--- src/rtl/dram_seq_pkg.sv ---
package dram_seq_pkg;

  typedef enum logic [2:0] {
    S_IDLE = 3'd0,
    S_ROW  = 3'd1,
    S_RAS  = 3'd2,
    S_COL  = 3'd3,
    S_CAS  = 3'd4,
    S_PRE  = 3'd5
  } seq_state_t;

  localparam int NBANK = 4;
  localparam int NLANE = 4;

  // one-hot bank select
  function automatic logic [NBANK-1:0] bank_onehot(input logic [1:0] bank);
    return NBANK'(1) << bank;
  endfunction

  // active-high CAS pattern for one group: lane i drives bit i
  function automatic logic [NLANE-1:0] cas_group(input logic [NLANE-1:0] be,
                                                 input logic            active,
                                                 input logic            odd_group,
                                                 input logic [1:0]      bank);
    if (active && (bank[0] == odd_group))
      return be;
    return '0;
  endfunction

  // number of counter bits needed to hold the largest phase length
  function automatic int cnt_bits(input int a, input int b, input int c);
    int m;
    m = a;
    if (b > m) m = b;
    if (c > m) m = c;
    return (m < 2) ? 1 : $clog2(m + 1);
  endfunction

endpackage

--- src/rtl/dram_seq_timer.sv ---
module dram_seq_timer #(
  parameter int CNT_W = 2
) (
  input  logic             clk,
  input  logic             rst_n,
  input  logic             load,
  input  logic [CNT_W-1:0] load_val,
  output logic             expired
);

  logic [CNT_W-1:0] cnt;

  always_ff @(posedge clk or negedge rst_n) begin
    if (!rst_n)
      cnt <= '0;
    else if (load)
      cnt <= load_val - 1'b1;
    else if (cnt != '0)
      cnt <= cnt - 1'b1;
  end

  assign expired = (cnt == '0);

  AST_TIMER_NO_WRAP: assert property (@(posedge clk) disable iff (!rst_n)
    (!load && expired) |=> expired);

endmodule

--- src/rtl/dram_seq_fsm.sv ---
module dram_seq_fsm
  import dram_seq_pkg::*;
#(
  parameter int T_RCD = 2,
  parameter int T_CAS = 2,
  parameter int T_RP  = 2,
  parameter int CNT_W = 2
) (
  input  logic             clk,
  input  logic             rst_n,
  input  logic             req_valid,
  input  logic             expired,
  output seq_state_t       state,
  output logic             accept,
  output logic             load,
  output logic [CNT_W-1:0] load_val,
  output logic             cas_last,
  output logic             pre_first
);

  seq_state_t nxt;

  assign accept   = (state == S_IDLE) && req_valid;
  assign cas_last = (state == S_CAS) && expired;

  always_comb begin
    nxt      = state;
    load     = 1'b0;
    load_val = '0;
    unique case (state)
      S_IDLE: if (req_valid) nxt = S_ROW;
      S_ROW: begin
        nxt      = S_RAS;
        load     = 1'b1;
        load_val = CNT_W'(T_RCD);
      end
      S_RAS: if (expired) nxt = S_COL;
      S_COL: begin
        nxt      = S_CAS;
        load     = 1'b1;
        load_val = CNT_W'(T_CAS);
      end
      S_CAS: if (expired) begin
        nxt      = S_PRE;
        load     = 1'b1;
        load_val = CNT_W'(T_RP);
      end
      S_PRE: if (expired) nxt = S_IDLE;
      default: nxt = S_IDLE;
    endcase
  end

  always_ff @(posedge clk or negedge rst_n) begin
    if (!rst_n) begin
      state     <= S_IDLE;
      pre_first <= 1'b0;
    end else begin
      state     <= nxt;
      pre_first <= cas_last;
    end
  end

  AST_ACCEPT_LEADS_ROW: assert property (@(posedge clk) disable iff (!rst_n)
    accept |=> (state == S_ROW));
  AST_PRE_FIRST_IN_PRE: assert property (@(posedge clk) disable iff (!rst_n)
    pre_first |-> (state == S_PRE));

endmodule

--- src/rtl/dram_addr_mux.sv ---
module dram_addr_mux #(
  parameter int MA_W    = 13,
  parameter int COL_W   = 10,
  parameter int WADDR_W = 23
) (
  input  logic [WADDR_W-1:0] addr,
  input  logic               col_phase,
  output logic [MA_W-1:0]    ma
);

  localparam int ROW_W = WADDR_W - COL_W;

  function automatic logic [MA_W-1:0] row_of(input logic [WADDR_W-1:0] a);
    return MA_W'(a[WADDR_W-1:COL_W]);
  endfunction

  function automatic logic [MA_W-1:0] col_of(input logic [WADDR_W-1:0] a);
    return MA_W'(a[COL_W-1:0]);
  endfunction

  assign ma = col_phase ? col_of(addr) : row_of(addr);

  initial begin
    AST_ROW_FITS: assert (ROW_W <= MA_W && COL_W <= MA_W);
  end

endmodule

--- src/rtl/dram_strobe_gen.sv ---
module dram_strobe_gen
  import dram_seq_pkg::*;
(
  input  logic             clk,
  input  logic             rst_n,
  input  seq_state_t       state,
  input  logic [1:0]       bank,
  input  logic [NLANE-1:0] be,
  input  logic             wr,
  input  logic             pre_first,
  output logic [NBANK-1:0] ras_n,
  output logic [NLANE-1:0] cas_even_n,
  output logic [NLANE-1:0] cas_odd_n,
  output logic             we_n
);

  logic ras_phase, cas_phase, col_phase;
  logic ras_any, cas_any;

  assign ras_phase = (state == S_RAS) || (state == S_COL) || (state == S_CAS);
  assign col_phase = (state == S_COL) || (state == S_CAS);
  assign cas_phase = (state == S_CAS);

  assign ras_n      = ~(ras_phase ? bank_onehot(bank) : '0);
  assign cas_even_n = ~cas_group(be, cas_phase, 1'b0, bank);
  assign cas_odd_n  = ~cas_group(be, cas_phase, 1'b1, bank);
  assign we_n       = ~((wr && col_phase) || (!wr && pre_first));

  assign ras_any = ~&ras_n;
  assign cas_any = ~&cas_even_n || ~&cas_odd_n;

  AST_ONE_RAS: assert property (@(posedge clk) disable iff (!rst_n)
    $onehot0(~ras_n));
  AST_ONE_CAS_GROUP: assert property (@(posedge clk) disable iff (!rst_n)
    ($countones(~cas_even_n) == 0) || ($countones(~cas_odd_n) == 0));
  AST_CAS_UNDER_RAS: assert property (@(posedge clk) disable iff (!rst_n)
    cas_any |-> ras_any);
  AST_RAS_CAS_RISE: assert property (@(posedge clk) disable iff (!rst_n)
    ($past(cas_any) && !cas_any) |-> !ras_any);
  AST_EDO_RELEASE_IDLE: assert property (@(posedge clk) disable iff (!rst_n)
    (!we_n && !cas_any && !col_phase) |-> !ras_any);

endmodule

--- src/rtl/dram_strobe_seq.sv ---
module dram_strobe_seq
  import dram_seq_pkg::*;
#(
  parameter int MA_W    = 13,
  parameter int COL_W   = 10,
  parameter int WADDR_W = 23,
  parameter int DATA_W  = 32,
  parameter int T_RCD   = 2,
  parameter int T_CAS   = 2,
  parameter int T_RP    = 2
) (
  input  logic               clk,
  input  logic               rst_n,
  input  logic               req_valid,
  output logic               req_ready,
  input  logic [1:0]         req_bank,
  input  logic [WADDR_W-1:0] req_addr,
  input  logic [3:0]         req_be,
  input  logic               req_write,
  input  logic [DATA_W-1:0]  dq_in,
  output logic [DATA_W-1:0]  rd_data,
  output logic               done,
  output logic [MA_W-1:0]    ma,
  output logic [3:0]         ras_n,
  output logic [3:0]         cas_even_n,
  output logic [3:0]         cas_odd_n,
  output logic               we_n
);

  localparam int CNT_W = cnt_bits(T_RCD, T_CAS, T_RP);

  seq_state_t         state;
  logic               accept, load, expired, cas_last, pre_first;
  logic [CNT_W-1:0]   load_val;
  logic [1:0]         bank_q;
  logic [WADDR_W-1:0] addr_q;
  logic [3:0]         be_q;
  logic               wr_q;
  logic               col_phase;

  // named events for the checks
  logic ev_ras_fall, ev_cas_fall, ras_any, cas_any;

  always_ff @(posedge clk or negedge rst_n) begin
    if (!rst_n) begin
      bank_q <= '0;
      addr_q <= '0;
      be_q   <= '0;
      wr_q   <= 1'b0;
    end else if (accept) begin
      bank_q <= req_bank;
      addr_q <= req_addr;
      be_q   <= req_be;
      wr_q   <= req_write;
    end
  end

  always_ff @(posedge clk or negedge rst_n) begin
    if (!rst_n)
      rd_data <= '0;
    else if (cas_last && !wr_q)
      rd_data <= dq_in;
  end

  dram_seq_timer #(.CNT_W(CNT_W)) u_timer (
    .clk(clk), .rst_n(rst_n), .load(load), .load_val(load_val), .expired(expired)
  );

  dram_seq_fsm #(.T_RCD(T_RCD), .T_CAS(T_CAS), .T_RP(T_RP), .CNT_W(CNT_W)) u_fsm (
    .clk(clk), .rst_n(rst_n), .req_valid(req_valid), .expired(expired),
    .state(state), .accept(accept), .load(load), .load_val(load_val),
    .cas_last(cas_last), .pre_first(pre_first)
  );

  assign col_phase = (state == S_COL) || (state == S_CAS);

  dram_addr_mux #(.MA_W(MA_W), .COL_W(COL_W), .WADDR_W(WADDR_W)) u_mux (
    .addr(addr_q), .col_phase(col_phase), .ma(ma)
  );

  dram_strobe_gen u_strobe (
    .clk(clk), .rst_n(rst_n), .state(state), .bank(bank_q), .be(be_q), .wr(wr_q),
    .pre_first(pre_first), .ras_n(ras_n), .cas_even_n(cas_even_n),
    .cas_odd_n(cas_odd_n), .we_n(we_n)
  );

  assign req_ready = (state == S_IDLE);
  assign done      = pre_first;

  assign ras_any     = ~&ras_n;
  assign cas_any     = ~&cas_even_n || ~&cas_odd_n;
  assign ev_ras_fall = (state == S_RAS) && (load_val == '0) && !load && ras_any;
  assign ev_cas_fall = (state == S_COL);

  AST_READY_ONLY_IDLE: assert property (@(posedge clk) disable iff (!rst_n)
    req_ready |-> (!ras_any && !cas_any));
  AST_MA_HOLD_RAS: assert property (@(posedge clk) disable iff (!rst_n)
    (ras_any && !$past(ras_any)) |-> $stable(ma));
  AST_MA_HOLD_CAS: assert property (@(posedge clk) disable iff (!rst_n)
    (cas_any && !$past(cas_any)) |-> $stable(ma));
  AST_CAS_AFTER_COL: assert property (@(posedge clk) disable iff (!rst_n)
    ev_cas_fall |=> cas_any || (be_q == '0));
  AST_DONE_SINGLE: assert property (@(posedge clk) disable iff (!rst_n)
    done |=> !done);
  AST_DONE_STROBES_IDLE: assert property (@(posedge clk) disable iff (!rst_n)
    done |-> (!ras_any && !cas_any && !req_ready));

endmodule

--- config.mk ---
export PLATFORM = sky130hd
export DESIGN_NAME = dram_strobe_seq
export DESIGN_NICKNAME = d
export VERILOG_FILES = /design/src/rtl/dram_seq_pkg.sv /design/src/rtl/dram_seq_timer.sv /design/src/rtl/dram_seq_fsm.sv /design/src/rtl/dram_addr_mux.sv /design/src/rtl/dram_strobe_gen.sv /design/src/rtl/dram_strobe_seq.sv
export SDC_FILE = /design/constraint.sdc
export NUM_CORES = 1
export LEC_CHECK = 0
export BUFFER_PORTS_ARGS = -buffer_cell sky130_fd_sc_hd__buf_2
export CORE_MARGIN = 2
export CORE_UTILIZATION = 51
export CTS_BUF_LIST = sky130_fd_sc_hd__clkbuf_4 sky130_fd_sc_hd__clkbuf_8 sky130_fd_sc_hd__clkbuf_16
export CTS_CLUSTER_DIAMETER = 60
export DETAILED_ROUTE_END_ITERATION = 12
export GPL_TIMING_DRIVEN = 0
export PLACE_DENSITY = 0.82
export SYNTH_ARGS = -nofsm -noshare
export SYNTH_HDL_FRONTEND = slang
export SYNTH_SLANG_ARGS = --single-unit
export TNS_END_PERCENT = 50
--- constraint.sdc ---
create_clock -name clk -period 4.25 [get_ports clk]
set_input_delay 0 -clock clk [delete_from_list [all_inputs] [get_ports clk]]
set_output_delay 0 -clock clk [all_outputs]
set_load 0.02 [all_outputs]
Word level (Yosys, flattened, before mapping)

Cells that the tools add are included.

Register bits after elaboration: 68
Input bits: 65
Output and inout bits: 60
Word-level logic and storage cells: 62

$add $sub $neg: 2
Eq/ne operators: 9
Shift operators: 1
Multiplexer cells: 19
Bitwise gates (word level): 5
Reductions and logical operators: 18

Operators with widths:

| kind                                                                | number |
|---|---|
| 4-bit two-way mux                                                   | 5 |
| 3-bit case mux with 6 select lines                                  | 1 |
| 13-bit two-way mux                                                  | 1 |
| 3-bit two-way mux                                                   | 4 |
| 4-bit inverter                                                      | 3 |
| 1-bit logical AND                                                   | 7 |
| 3-bit by 2-bit == test with 1-bit output (second input constant)    | 2 |
| 3-bit == test (second input constant)                               | 2 |
| 2-bit two-way mux                                                   | 3 |
| 1-bit logical OR                                                    | 4 |
| 2-bit by 1-bit != test with 1-bit output (second input constant)    | 2 |
| 2-bit != test (second input constant)                               | 2 |
| 2-bit case mux with 2 select lines                                  | 1 |
| 4-bit AND reduction                                                 | 1 |
| 2-bit nonzero test                                                  | 2 |
| 1-bit by 2-bit << shifter with 4-bit output (first input constant)  | 1 |
| 2-bit by 1-bit subtractor with 2-bit output (second input constant) | 2 |
| 3-bit by 1-bit == test with 1-bit output (second input constant)    | 1 |
| 3-bit logical NOT                                                   | 1 |
| 1-bit two-way mux                                                   | 3 |
| 2-bit logical NOT                                                   | 1 |
| 1-bit inverter                                                      | 2 |
| 1-bit case mux with 2 select lines                                  | 1 |
| 2-bit OR reduction                                                  | 1 |
| 1-bit logical NOT                                                   | 1 |

Longest topological paths before layout

Depth after elaboration: 5
Mapped depth: 7

Modules after synthesis

Synthesis repeated with hierarchy kept, for this count alone.

Cells, all modules: 202
Area total of the unflattened synthesis: 3,144.3 um^2

By module, submodules not included:

| module          | times used | cells each | area each (um^2) |
|---|---|---|---|
| dram_strobe_seq | 1          | 136        | 2,476.1 |
| dram_seq_fsm    | 1          | 21         | 232.7 |
| dram_addr_mux   | 1          | 14         | 176.4 |
| dram_strobe_gen | 1          | 23         | 166.4 |
| dram_seq_timer  | 1          | 8          | 92.6 |

Least setup slack after synthesis

Ideal clock, no wire load.

Path kind: reg2reg
Start: reg u_fsm.state[1]
End: reg rd_data[10]
Setup time: 0.125 ns
Arrival: 1.965 ns
Required time: 4.125 ns
Path slack: 2.160 ns
Cell stages (with the launch flop): 8
Buffers on the path: 4
Period minus slack after synthesis: 2.090 ns
Path through: dfrtp_1 > buf_6 > or3b_1 > buf_2 > or4_4 > buf_6 > buf_12 > mux2_4

Longest elaborated chain between the ends: 3

Ends and longest elaborated chain:

| what                   | line                  | source |
|---|---|---|
| start, declared        | dram_seq_fsm.sv:13    | `output seq_state_t state,` |
| start signal, assigned | dram_seq_fsm.sv:58    | `state <= nxt;` |
| 3-bit == test          | dram_seq_fsm.sv:24    | `assign cas_last = (state == S_CAS) && expired;` |
| 1-bit logical AND      | dram_seq_fsm.sv:24    |  |
| 1-bit logical AND      | dram_strobe_seq.sv:61 | `else if (cas_last && !wr_q)` |
| end signal, assigned   | dram_strobe_seq.sv:62 | `rd_data <= dq_in;` |
| end, declared          | dram_strobe_seq.sv:21 | `output logic [DATA_W-1:0] rd_data,` |

Every way passes these cells.
A chain may end at the register's enable or synchronous reset.

Worst setup path after layout

Start: reg u_fsm.state[1]
End: out ma[5]

Longest elaborated chain between the ends: 3
Elaborated cells on any way between the ends: 4
Classes of those cells: eq/ne: 2; mux: 1; reduce/logical: 1

Ends and longest elaborated chain:

| what                                                                             | line                  | source |
|---|---|---|
| 3-bit by 2-bit == test with 1-bit output / 3-bit == test (equally long branches) | dram_strobe_seq.sv:75 | `assign col_phase = (state == S_COL) \|\| (state == S_CAS);` |
| 1-bit logical OR (*)                                                             | dram_strobe_seq.sv:75 |  |
| 13-bit two-way mux (*)                                                           | dram_addr_mux.sv:21   | `assign ma = col_phase ? col_of(addr) : row_of(addr);` |
| end, declared                                                                    | dram_strobe_seq.sv:23 | `output logic [MA_W-1:0] ma,` |

Mark *: on every way between the ends. The rest lies on a longest branch, timed or not.

==> results.toml <==
[run_status]
run_status = "finished clean"

[detailed_routing]
wl_mm = 8.15
route.detailed.drc = 0
drt_pass1_iterations = 4
drt-initial-drc-count = 142
number_of_nets_with_antenna_violations_after_detailed_routing = 0
dr_total_vias = 2403
post_drt_via_cell_ratio = 5.05
wl_per_cell_um = 17.1

[timing]
fmax_ghz = 0.396
slew_hr = 0.435
timing.final.crit_share = 0.594
finalCriticalPeriod_ns = 2.52
rsz0062_at_grt = "no"
final.setup.worst_slack_ns = 1.73
finClkSkew_ns = 0.00950
report.final.setup_viol = 0
hold_violations = 0
worst_slew_pin_slew_ns = 0.846
final.hold.worst_slack_ns = 0.230
post_route_setup_tns_ns = 0
finalMaxSlewViolations = 0

[layout]
fraction_of_final_layout_cells_sized_beyond_drive_strength_1 = 0.545
antennaDiodeCount = 0
fin_area_mm2 = 0.00453
num-nets-final = 464
syn2layout_area_growth_pct = 51.2
num-fill-cells = 316

[die]
top_level_ports = 125
fp.dieW_um = 80.7
floorplan.initialDensity = 0.538
core_area_mm2 = 0.00557
dieHeight_um = 80.7
num_rows = 27
dieArea_mm2 = 0.00651

[place]
last_weighted_congestion_value_of_the_routability_driven_placer = 0.795
port_buffer_cells = 124
place.detailed.hpwl_mm = 4.37
pre_cts_slack_ns = 1.94
post_dp_cell_area_mm2 = 0.00371

[min_path]
number_of_cells_on_the_worst_hold_path = 3
holdCritStartpoint = "req_valid"
min_path_type = "input port to flip-flop"
worstHoldEndpoint = "be_q[0]$_DFFE_PN0P_"

[setup_path]
r2r-end = "addr_q[5]$_DFFE_PN0P_"
crit_path_frequent_cell = "sky130_fd_sc_hd__buf_2"
worst_setup_path_end_kind = "output port"
crit_path_max_incr_delay_ns = 0.46
critical_path.startpoint_type = "flip-flop"
critical_path_arrival_ns = 2.52
critical_path_buf_inv_count = 4
setup.reg_to_reg.worst_slack_ns = 1.85
reg2reg_from = "u_fsm.state[2]$_DFFE_PN0P_"
timing.critical_path.from = "u_fsm.state[1]$_DFFE_PN0P_"
slowest_stage = "sky130_fd_sc_hd__clkbuf_1"
reg2regPathDepth = 4
critical_path.top_delay_family = "buffers and inverters"
crit_path_cell_trace = "buf_6 -> or3b_1 -> buf_2 -> nand2_1 -> clkbuf_1 -> mux2_2 -> buf_2"
worst-setup-path-type = "flip-flop to output port"
critPathRequiredTime_ns = 4.25
critical_path_peak_fanout = 10

[global_route]
grt_pass1_wl_mm = 12.5
grt_max_degree = 69
globalRoute.totalOverflow = 0
vias_in_the_first_global_route = 2549
antenna_found_initial = 0
track_usage = 0.262

[logic_synthesis]
synth_top_cells_by_area = "sky130_fd_sc_hd__dfrtp_1 (57%), sky130_fd_sc_hd__mux2_4 (15%), sky130_fd_sc_hd__mux2_2 (15%)"
synth_area_leader_cell = "sky130_fd_sc_hd__dfrtp_1"
synth_area_mm2 = 0.00300
seq_area_frac_synth = 0.568
ys_warn_count = 0
netlist-cell-type-count = 28
avgSynthCellArea_um2 = 14.9
postSynthNetCount = 266
yosysTopAreaCellShare = 0.568
postSynthRegisterBits = 68
synth_cells = 201

[cts]
hold_fix_buffers_at_cts = 63
clkSinkCount = 68
cts_max_level = 3
clock_tree.root_cell = "sky130_fd_sc_hd__clkbuf_8"
cts_post_setup_buffers_inserted = 0
tritoncts_buffer_count = 9
path_clk_slew_ns = 0.08
tritoncts = "built"
clk_latency_ns = 0.34
ctsResizeCount = 0
longest_clk_path_bufs = 2

[power]
leakagePower_nw = 2.24
power.density_cell_area_mw_per_mm2 = 725
final_total_pwr_mw = 3.28
irDropWorstVdd_uv = 503

[flow_run]
cap_violations = 0
## through the flow
| stage | std cells | util |
|---|---|---|
| 3_3_place_gp | 397 | 0.665 |
| 6_report | 476 | 0.813 |
| 4_1_cts | 476 | 0.813 |
| 2_1_floorplan | 201 | - |
| 5_1_grt | 476 | 0.813 |
| 3_5_place_dp | 397 | 0.666 |
## registers in the layout, summed over array words and instances, names as in the netlist
| register | flops |
|---|---|
| be_q | 4 |
| u_timer.cnt | 2 |
| addr_q | 23 |
| u_fsm.pre_first | 1 |
| bank_q | 2 |
| rd_data | 32 |
| u_fsm.state | 3 |
| wr_q | 1 |
## power by group
part | total (mW) | internal, mW | switching, mW
Sequential | 1.16 | 0.971 | 0.184
Combinational | 1.61 | 0.777 | 0.833
Clock | 0.520 | 0.281 | 0.238
## how the worst max path moves through the flow
stage                              endpoint  slack, ns  cells past startpoint
floorplan           rd_data[10]$_DFFE_PN0P_       2.16                      7
global placement      addr_q[4]$_DFFE_PN0P_       1.93                      4
detailed placement    addr_q[4]$_DFFE_PN0P_       1.94                      4
CTS                                   ma[2]       1.71                      7
global route                          ma[5]       1.58                      7
finish                                ma[5]       1.73                      7
## cell usage after synthesis
library cell,count
sky130_fd_sc_hd__xnor2_1,1
sky130_fd_sc_hd__or3_1,1
sky130_fd_sc_hd__o211ai_1,2
sky130_fd_sc_hd__o21ai_0,6
sky130_fd_sc_hd__nor4_1,1
sky130_fd_sc_hd__buf_2,1
sky130_fd_sc_hd__nand3b_1,1
sky130_fd_sc_hd__buf_12,3
sky130_fd_sc_hd__clkbuf_1,5
sky130_fd_sc_hd__nand2b_1,3
sky130_fd_sc_hd__o21ba_2,1
sky130_fd_sc_hd__dfrtp_1,68
sky130_fd_sc_hd__inv_1,3
sky130_fd_sc_hd__a21oi_1,1
sky130_fd_sc_hd__or4_4,1
sky130_fd_sc_hd__buf_4,2
sky130_fd_sc_hd__nor3_1,3
sky130_fd_sc_hd__nand3_1,5
sky130_fd_sc_hd__nor3b_1,2
sky130_fd_sc_hd__nor2b_1,1
sky130_fd_sc_hd__nor2_1,5
sky130_fd_sc_hd__buf_6,2
sky130_fd_sc_hd__and3_1,2
sky130_fd_sc_hd__nand2_1,10
sky130_fd_sc_hd__mux2_4,30
sky130_fd_sc_hd__nor4b_2,1
sky130_fd_sc_hd__mux2_2,39
sky130_fd_sc_hd__or3b_1,1
## metal layers
| metal | wire, um | part of all wire | up-vias | track usage |
|---|---|---|---|---|
| li1 | - | - | 1098 | - |
| met1 | 3170 | 0.39 | 1175 | 0.298 |
| met2 | 4110 | 0.50 | 110 | 0.458 |
| met3 | 684 | 0.084 | 20 | 0.0809 |
| met4 | 180 | 0.022 | 0 | 0.100 |
| met5 | 0 | 0 | - | 0 |
## tightest hold or removal path: stages
cell	delay (ns)
sky130_fd_sc_hd__buf_2	0.09
sky130_fd_sc_hd__nor4b_2	0.21
sky130_fd_sc_hd__mux2_2	0.23
## cell families after synthesis
family | after synthesis | share of synthesized area
multiplexers | 69 | 0.297
AND/OR/NAND/NOR | 37 | 0.0681
flip-flops | 68 | 0.568
AO/OA/AOI/OAI | 10 | 0.0200
buffers and inverters | 16 | 0.0443
XOR/XNOR | 1 | 0.00292
## layout by cell type (no fill, tap or decap), types with 2 or more instances in the layout
cell,Yosys,final
sky130_fd_sc_hd__nand3_1,5,5
sky130_fd_sc_hd__buf_12,3,3
sky130_fd_sc_hd__clkinv_2,0,3
sky130_fd_sc_hd__nand2b_1,3,3
sky130_fd_sc_hd__buf_2,1,124
sky130_fd_sc_hd__and3_1,2,2
sky130_fd_sc_hd__dfrtp_1,68,68
sky130_fd_sc_hd__mux2_2,39,39
sky130_fd_sc_hd__buf_6,2,2
sky130_fd_sc_hd__nor2_1,5,5
sky130_fd_sc_hd__inv_1,3,3
sky130_fd_sc_hd__o211ai_1,2,2
sky130_fd_sc_hd__buf_4,2,3
sky130_fd_sc_hd__clkbuf_4,0,2
sky130_fd_sc_hd__mux2_4,30,30
sky130_fd_sc_hd__clkbuf_8,0,9
sky130_fd_sc_hd__clkbuf_1,5,5
sky130_fd_sc_hd__o21ai_0,6,6
sky130_fd_sc_hd__dlygate4sd3_1,0,63
sky130_fd_sc_hd__nand2_1,10,10
sky130_fd_sc_hd__nor3b_1,2,2
sky130_fd_sc_hd__nor3_1,3,3
## area by class of cell
cell class | count | area [um2] | area share
sequential | 68 | 1700 | 0.375
timing repair buffer | 187 | 1250 | 0.277
multi-input combinational | 117 | 1160 | 0.256
clock buffer | 11 | 139 | 0.0306
buffer | 13 | 121 | 0.0268
tap | 72 | 90.1 | 0.0199
clock inverter | 5 | 52.6 | 0.0116
inverter | 3 | 11.3 | 0.00248
Power figures use the tool's default switching activity.
